`src/rtl/dbus_sched_pkg.sv`:
```
package dbus_sched_pkg;

    // Occupancy states of the burst queue
    typedef enum logic [1:0] {
        BQ_EMPTY   = 2'd0,
        BQ_PARTIAL = 2'd1,
        BQ_FULL    = 2'd2
    } bq_state_e;

endpackage

```
`src/rtl/dbus_tick_gen.sv`:
```
module dbus_tick_gen #(
    parameter int CLK_DIV = 2,
    parameter int TS_W    = 32
) (
    input  logic            clk,
    input  logic            rst_n,
    output logic [TS_W-1:0] now_o,
    output logic            tick_o
);
    localparam int DIV_W = (CLK_DIV > 1) ? $clog2(CLK_DIV) : 1;

    always_ff @(posedge clk) begin
        if (!rst_n) now_o <= '0;
        else        now_o <= now_o + 1'b1;
    end

    // A side counter marks ticks, so no divider is needed on now_o
    generate
        if (CLK_DIV == 1) begin : g_nodiv
            assign tick_o = 1'b1;
        end else begin : g_div
            logic [DIV_W-1:0] div_q;
            always_ff @(posedge clk) begin
                if (!rst_n)                             div_q <= '0;
                else if (div_q == DIV_W'(CLK_DIV - 1))  div_q <= '0;
                else                                    div_q <= div_q + 1'b1;
            end
            assign tick_o = (div_q == '0);
        end
    endgenerate

endmodule

```
`src/rtl/dbus_slot_check.sv`:
```
module dbus_slot_check #(
    parameter int LAT_W = 8,
    parameter int TS_W  = 32
) (
    input  logic [TS_W-1:0]  now_i,
    input  logic [LAT_W-1:0] lat_i,
    input  logic [LAT_W-1:0] burst_i,
    input  logic [TS_W-1:0]  last_ts_i,
    input  logic             have_last_i,
    output logic [TS_W-1:0]  done_ts_o,
    output logic             fits_o
);
    logic [TS_W-1:0] gap;
    logic [TS_W-1:0] burst_ext;

    assign burst_ext = TS_W'(burst_i);
    assign done_ts_o = now_i + TS_W'(lat_i) + burst_ext;
    assign gap       = done_ts_o - last_ts_i;

    // A negative gap means the new burst would finish before the newest one
    assign fits_o = !have_last_i || (!gap[TS_W-1] && (gap >= burst_ext));

endmodule

```
`src/rtl/dbus_txn_fifo.sv`:
```
module dbus_txn_fifo #(
    parameter int DEPTH = 4,
    parameter int W     = 40
) (
    input  logic                       clk,
    input  logic                       rst_n,
    input  logic                       push_i,
    input  logic                       pop_i,
    input  logic [W-1:0]               din_i,
    output logic [W-1:0]               head_o,
    output logic [W-1:0]               tail_o,
    output logic [$clog2(DEPTH+1)-1:0] cnt_o
);
    localparam int PTR_W = (DEPTH > 1) ? $clog2(DEPTH) : 1;
    localparam int CNT_W = $clog2(DEPTH + 1);

    logic [W-1:0]     mem [DEPTH];
    logic [PTR_W-1:0] wr_ptr, rd_ptr, last_ptr;

    function automatic logic [PTR_W-1:0] ptr_inc(input logic [PTR_W-1:0] p);
        return (p == PTR_W'(DEPTH - 1)) ? '0 : p + 1'b1;
    endfunction

    always_ff @(posedge clk) begin
        if (push_i) mem[wr_ptr] <= din_i;
    end

    always_ff @(posedge clk) begin
        if (!rst_n) begin
            wr_ptr   <= '0;
            rd_ptr   <= '0;
            last_ptr <= '0;
            cnt_o    <= '0;
        end else begin
            if (push_i) begin
                wr_ptr   <= ptr_inc(wr_ptr);
                last_ptr <= wr_ptr;
            end
            if (pop_i) rd_ptr <= ptr_inc(rd_ptr);
            unique case ({push_i, pop_i})
                2'b10:   cnt_o <= cnt_o + CNT_W'(1);
                2'b01:   cnt_o <= cnt_o - CNT_W'(1);
                default: cnt_o <= cnt_o;
            endcase
        end
    end

    assign head_o = mem[rd_ptr];
    assign tail_o = mem[last_ptr];

endmodule

```
`src/rtl/dbus_txn_sched.sv`:
```
module dbus_txn_sched
    import dbus_sched_pkg::*;
#(
    parameter int DEPTH   = 4,
    parameter int TAG_W   = 4,
    parameter int RANK_W  = 1,
    parameter int BANK_W  = 3,
    parameter int LAT_W   = 8,
    parameter int TS_W    = 32,
    parameter int CLK_DIV = 2
) (
    input  logic              clk,
    input  logic              rst_n,
    input  logic [LAT_W-1:0]  cfg_rd_lat_i,
    input  logic [LAT_W-1:0]  cfg_wr_lat_i,
    input  logic [LAT_W-1:0]  cfg_burst_i,
    input  logic              iss_vld_i,
    input  logic              iss_wr_i,
    input  logic [TAG_W-1:0]  iss_tag_i,
    input  logic [RANK_W-1:0] iss_rank_i,
    input  logic [BANK_W-1:0] iss_bank_i,
    output logic              rd_ok_o,
    output logic              wr_ok_o,
    output logic              done_o,
    output logic [TAG_W-1:0]  done_tag_o,
    output logic [RANK_W-1:0] done_rank_o,
    output logic [BANK_W-1:0] done_bank_o
);
    localparam int ENT_W = TS_W + TAG_W + RANK_W + BANK_W;
    localparam int CNT_W = $clog2(DEPTH + 1);

    typedef struct packed {
        logic [TS_W-1:0]   ts;
        logic [TAG_W-1:0]  tag;
        logic [RANK_W-1:0] rank;
        logic [BANK_W-1:0] bank;
    } ent_t;

    // Timing parameters captured during reset
    logic [LAT_W-1:0] rd_lat_q, wr_lat_q, bl_q;

    always_ff @(posedge clk) begin
        if (!rst_n) begin
            rd_lat_q <= cfg_rd_lat_i;
            wr_lat_q <= cfg_wr_lat_i;
            bl_q     <= cfg_burst_i;
        end
    end

    logic [TS_W-1:0] now;
    logic            tick;

    dbus_tick_gen #(.CLK_DIV(CLK_DIV), .TS_W(TS_W)) u_tick (
        .clk    (clk),
        .rst_n  (rst_n),
        .now_o  (now),
        .tick_o (tick)
    );

    bq_state_e       state_q, state_d;
    logic            push, pop;
    logic [CNT_W-1:0] q_cnt;
    logic [ENT_W-1:0] head_raw, tail_raw;
    ent_t            head_ent, tail_ent, new_ent;
    logic [TS_W-1:0] head_ts, tail_ts;

    assign head_ent = ent_t'(head_raw);
    assign tail_ent = ent_t'(tail_raw);
    assign head_ts  = head_ent.ts;
    assign tail_ts  = tail_ent.ts;

    // Spacing check per burst kind: index 0 read, index 1 write
    logic [TS_W-1:0] kind_ts  [2];
    logic [1:0]      kind_fits;

    generate
        for (genvar k = 0; k < 2; k++) begin : g_kind
            dbus_slot_check #(.LAT_W(LAT_W), .TS_W(TS_W)) u_slot (
                .now_i       (now),
                .lat_i       ((k == 0) ? rd_lat_q : wr_lat_q),
                .burst_i     (bl_q),
                .last_ts_i   (tail_ts),
                .have_last_i (state_q != BQ_EMPTY),
                .done_ts_o   (kind_ts[k]),
                .fits_o      (kind_fits[k])
            );
        end
    endgenerate

    always_comb begin
        new_ent.ts   = iss_wr_i ? kind_ts[1] : kind_ts[0];
        new_ent.tag  = iss_tag_i;
        new_ent.rank = iss_rank_i;
        new_ent.bank = iss_bank_i;
    end

    assign push = iss_vld_i && (iss_wr_i ? wr_ok_o : rd_ok_o);

    dbus_txn_fifo #(.DEPTH(DEPTH), .W(ENT_W)) u_fifo (
        .clk    (clk),
        .rst_n  (rst_n),
        .push_i (push),
        .pop_i  (pop),
        .din_i  (new_ent),
        .head_o (head_raw),
        .tail_o (tail_raw),
        .cnt_o  (q_cnt)
    );

    // State register
    always_ff @(posedge clk) begin
        if (!rst_n) state_q <= BQ_EMPTY;
        else        state_q <= state_d;
    end

    // Next state
    always_comb begin
        state_d = state_q;
        unique case (state_q)
            BQ_EMPTY: begin
                if (push) state_d = BQ_PARTIAL;
            end
            BQ_PARTIAL: begin
                if (push && !pop && (q_cnt == CNT_W'(DEPTH - 1)))     state_d = BQ_FULL;
                else if (pop && !push && (q_cnt == CNT_W'(1)))        state_d = BQ_EMPTY;
            end
            BQ_FULL: begin
                if (pop && !push) state_d = BQ_PARTIAL;
            end
            default: state_d = BQ_EMPTY;
        endcase
    end

    // Outputs: issue permission and retirement
    always_comb begin
        rd_ok_o = 1'b0;
        wr_ok_o = 1'b0;
        pop     = 1'b0;
        unique case (state_q)
            BQ_EMPTY: begin
                rd_ok_o = tick;
                wr_ok_o = tick;
            end
            BQ_PARTIAL: begin
                rd_ok_o = tick && kind_fits[0];
                wr_ok_o = tick && kind_fits[1];
                pop     = tick && (head_ts <= now);
            end
            BQ_FULL: begin
                pop     = tick && (head_ts <= now);
            end
            default: ;
        endcase
    end

    always_ff @(posedge clk) begin
        if (!rst_n) begin
            done_o      <= 1'b0;
            done_tag_o  <= '0;
            done_rank_o <= '0;
            done_bank_o <= '0;
        end else begin
            done_o <= pop;
            if (pop) begin
                done_tag_o  <= head_ent.tag;
                done_rank_o <= head_ent.rank;
                done_bank_o <= head_ent.bank;
            end
        end
    end

endmodule

```
`config.mk`:
```
export PLATFORM = sky130hd
export DESIGN_NAME = dbus_txn_sched
export DESIGN_NICKNAME = d
export VERILOG_FILES = /design/src/rtl/dbus_sched_pkg.sv /design/src/rtl/dbus_tick_gen.sv /design/src/rtl/dbus_slot_check.sv /design/src/rtl/dbus_txn_fifo.sv /design/src/rtl/dbus_txn_sched.sv
export SDC_FILE = /design/constraint.sdc
export NUM_CORES = 1
export LEC_CHECK = 0
export BUFFER_PORTS_ARGS = -buffer_cell sky130_fd_sc_hd__buf_2
export CORE_UTILIZATION = 25
export CTS_CLUSTER_SIZE = 30
export DETAILED_ROUTE_END_ITERATION = 16
export REMOVE_ABC_BUFFERS = 1
export SYNTH_ARGS = -nofsm -noshare
export SYNTH_HDL_FRONTEND = slang
export SYNTH_HIERARCHICAL = 1
export SYNTH_SLANG_ARGS = --single-unit
```
`constraint.sdc`:
```
create_clock -name clk -period 9.8 [get_ports clk]
set_input_delay 1.47 -clock clk [delete_from_list [all_inputs] [get_ports clk]]
set_output_delay 1.47 -clock clk [all_outputs]
set_load 0.01 [all_outputs]
```
==> impl_metrics.json <==
{
  "die_w_um": 266,
  "postSynthAreaPerCell_um2": 10.9,
  "cts_made_buffers": 26,
  "multiInputGateArea_um2": 9850,
  "clock_skew_ns": 0.0277,
  "required_ns": 8.33,
  "clockBufferDepth": 3,
  "crit_arrival_ns": 7.63,
  "grt_usage": 0.135,
  "startpoint": "u_tick/now_o[2]",
  "final_antenna_net_count": 0,
  "crit_top_cell": "a21oi_1",
  "globalRouteOverflowTotal": 0,
  "irDropWorstVdd_mv": 0.157,
  "start_util": 0.253,
  "drive_above_1_share": 0.142,
  "rsz0062_at_grt": "no",
  "num_vias": 13000,
  "clk_latency_ns": 0.57,
  "cts-root-buf": "clkbuf_16",
  "final_core_util": 0.284,
  "rr_endpoint": "u_fifo/cnt_o[2]",
  "finalSetupTns_ns": 0,
  "dpl.hpwl_um": 37500,
  "timing.fmax_mhz": 110,
  "met2_usage": 0.222,
  "drc_errors": 0,
  "fp-row-count": 96,
  "critPathKind": "reg -> out",
  "post-route-min-period_ns": 9.10,
  "cts_setup_buffers": 0,
  "core_um2": 68800,
  "num-nets-final": 1837,
  "holdBufCountCts": 0,
  "cts_tree": "done",
  "top_usage_layer": "met2",
  "slew_violations": 0,
  "status": "finished, final reports clean",
  "die-area_um2": 70700,
  "worst-slew-pin-transition_ns": 1.11,
  "p_total_mw": 3.80,
  "met3_usage": 0.0110,
  "synthCells": 1602,
  "grt_max_degree": 41,
  "crit_chain": "fa_1 -> ha_1 -> a21o_1 -> a21oi_1 -> o21bai_1 -> a21oi_1 -> o21bai_1 -> a41oi_1 -> nor3b_1 -> nand2_1 -> xnor2_1 -> ha_1 -> a21o_1 -> a31oi_1 -> nor2b_1 -> o32ai_1 -> a211o_1 -> nor4_1 -> nand4_1 -> a2111oi_2 -> o21ba_1 -> a21oi_1 -> nor2b_1 -> buf_2",
  "syn2layout_area_growth_pct": 12.3,
  "final_cell_mix": "edfxtp_1, inv_1, ha_1, nand2_1, a21oi_1",
  "holdCritPathClass": "reg -> reg",
  "register_area_um2": 6670,
  "setup_viol": 0,
  "reg2reg_from": "u_tick/now_o[1]",
  "placed_area_um2": 18600,
  "grt_use_met1": 0.184,
  "fin_crit_sh": 0.929,
  "start_kind": "flop",
  "cts_max_level": 1,
  "fillers": 7030,
  "die_h_um": 266,
  "critPathMaxStageDelay_ns": 0.74,
  "cts-resized-gates": 0,
  "powerDensity_nw_per_um2": 194,
  "ys_warn_count": 6,
  "wire_per_inst_um": 18.5,
  "crit_path_end_kind": "output pin",
  "grt_pass1_wl_um": 74000,
  "crit_fanout": 10,
  "io_pins": 47,
  "slowest_stage": "nor3b_1",
  "finalHoldViolCount": 0,
  "ff2ff_path_depth": 28,
  "critPathCapture": "rd_ok_o",
  "grt_antenna_before_repair": 0,
  "design_area_um2": 19600,
  "gp_congestion": 0.911,
  "grt_pass1_vias": 12800,
  "syn_area_um2": 17400,
  "clock-sinks": 241,
  "drt_iter0_markers": 1220,
  "slew_headroom": 0.259,
  "port_buffers": 46,
  "power.leakage_nw": 7.18,
  "clkTransAtPathRegs_ns": 0.06,
  "avgViaCountPerCell": 5.00,
  "final_common_cell": "edfxtp_1",
  "rrSetupSlack_ns": 1.29,
  "first_pass_iters": 5,
  "maxCapViolCount": 0,
  "wl_um": 48100
}
[per-layer routing]
metal	vias to the layer above	part of all wire
met2	400	0.46
li1	6134	-
met4	0	0.034
met3	92	0.044
met5	-	0
met1	6354	0.46
[power by group]
part           switching, mW  leakage (nW)  internal, mW
registers             0.0428          2.18          1.19
logic                  0.870          4.52         0.590
clock network          0.421         0.472         0.687
total                   1.33          7.18          2.46
[per-stage QoR]
step	hold WS, ns	std cells	setup WS [ns]
after floorplan	0.393	1558	2.70
after global placement	0.414	2546	1.35
after detailed placement	0.413	2546	1.37
after global routing	0.464	2594	0.314
after CTS	0.427	2594	0.744
final	0.435	2596	0.698
[sequential cells by signal, indices dropped and copies added (netlist names), named ones only]
signal,count
wr_lat_q,8
u_tick/g_div.div_q,1
done_tag_o,4
done_o,1
bl_q,8
state_q,2
u_tick/now_o,32
done_rank_o,1
u_fifo/cnt_o,3
u_fifo/rd_ptr,2
done_bank_o,3
rd_lat_q,8
u_fifo/last_ptr,2
u_fifo/mem,160
u_fifo/wr_ptr,2
[worst min path at each step]
stage                     cells past startpoint                 end               start
after CTS                                     1  u_tick/g_div.div_q  u_tick/g_div.div_q
after floorplan                               1  u_tick/g_div.div_q  u_tick/g_div.div_q
after detailed placement                      1  u_tick/g_div.div_q  u_tick/g_div.div_q
after global placement                        1  u_tick/g_div.div_q  u_tick/g_div.div_q
after global routing                          1  u_tick/g_div.div_q  u_tick/g_div.div_q
final                                         1  u_tick/g_div.div_q  u_tick/g_div.div_q
[critical path: cells and delay by family, from the launching register on]
kind / cells / cell delay [ns]
AOI/OAI and AO/OA: 13 / 2.74
and+or+nand+nor: 6 / 2.02
adders and majority gates: 3 / 1.23
DFF: 1 / 0.58
xor gates and xnor gates: 1 / 0.34
buffers and inverters: 1 / 0.15
[layout make-up]
| class | instances | share of cell area |
|---|---|---|
| Multi-Input combinational cell | 1166 | 0.504 |
| Sequential cell | 241 | 0.341 |
| Tap cell | 931 | 0.0596 |
| Clock buffer | 30 | 0.0345 |
| Inverter | 151 | 0.0290 |
| Timing Repair Buffer | 57 | 0.0160 |
| Clock inverter | 18 | 0.0159 |
| Antenna cell | 2 | 0.000256 |
No activity file was read; power rests on OpenSTA's default activity.
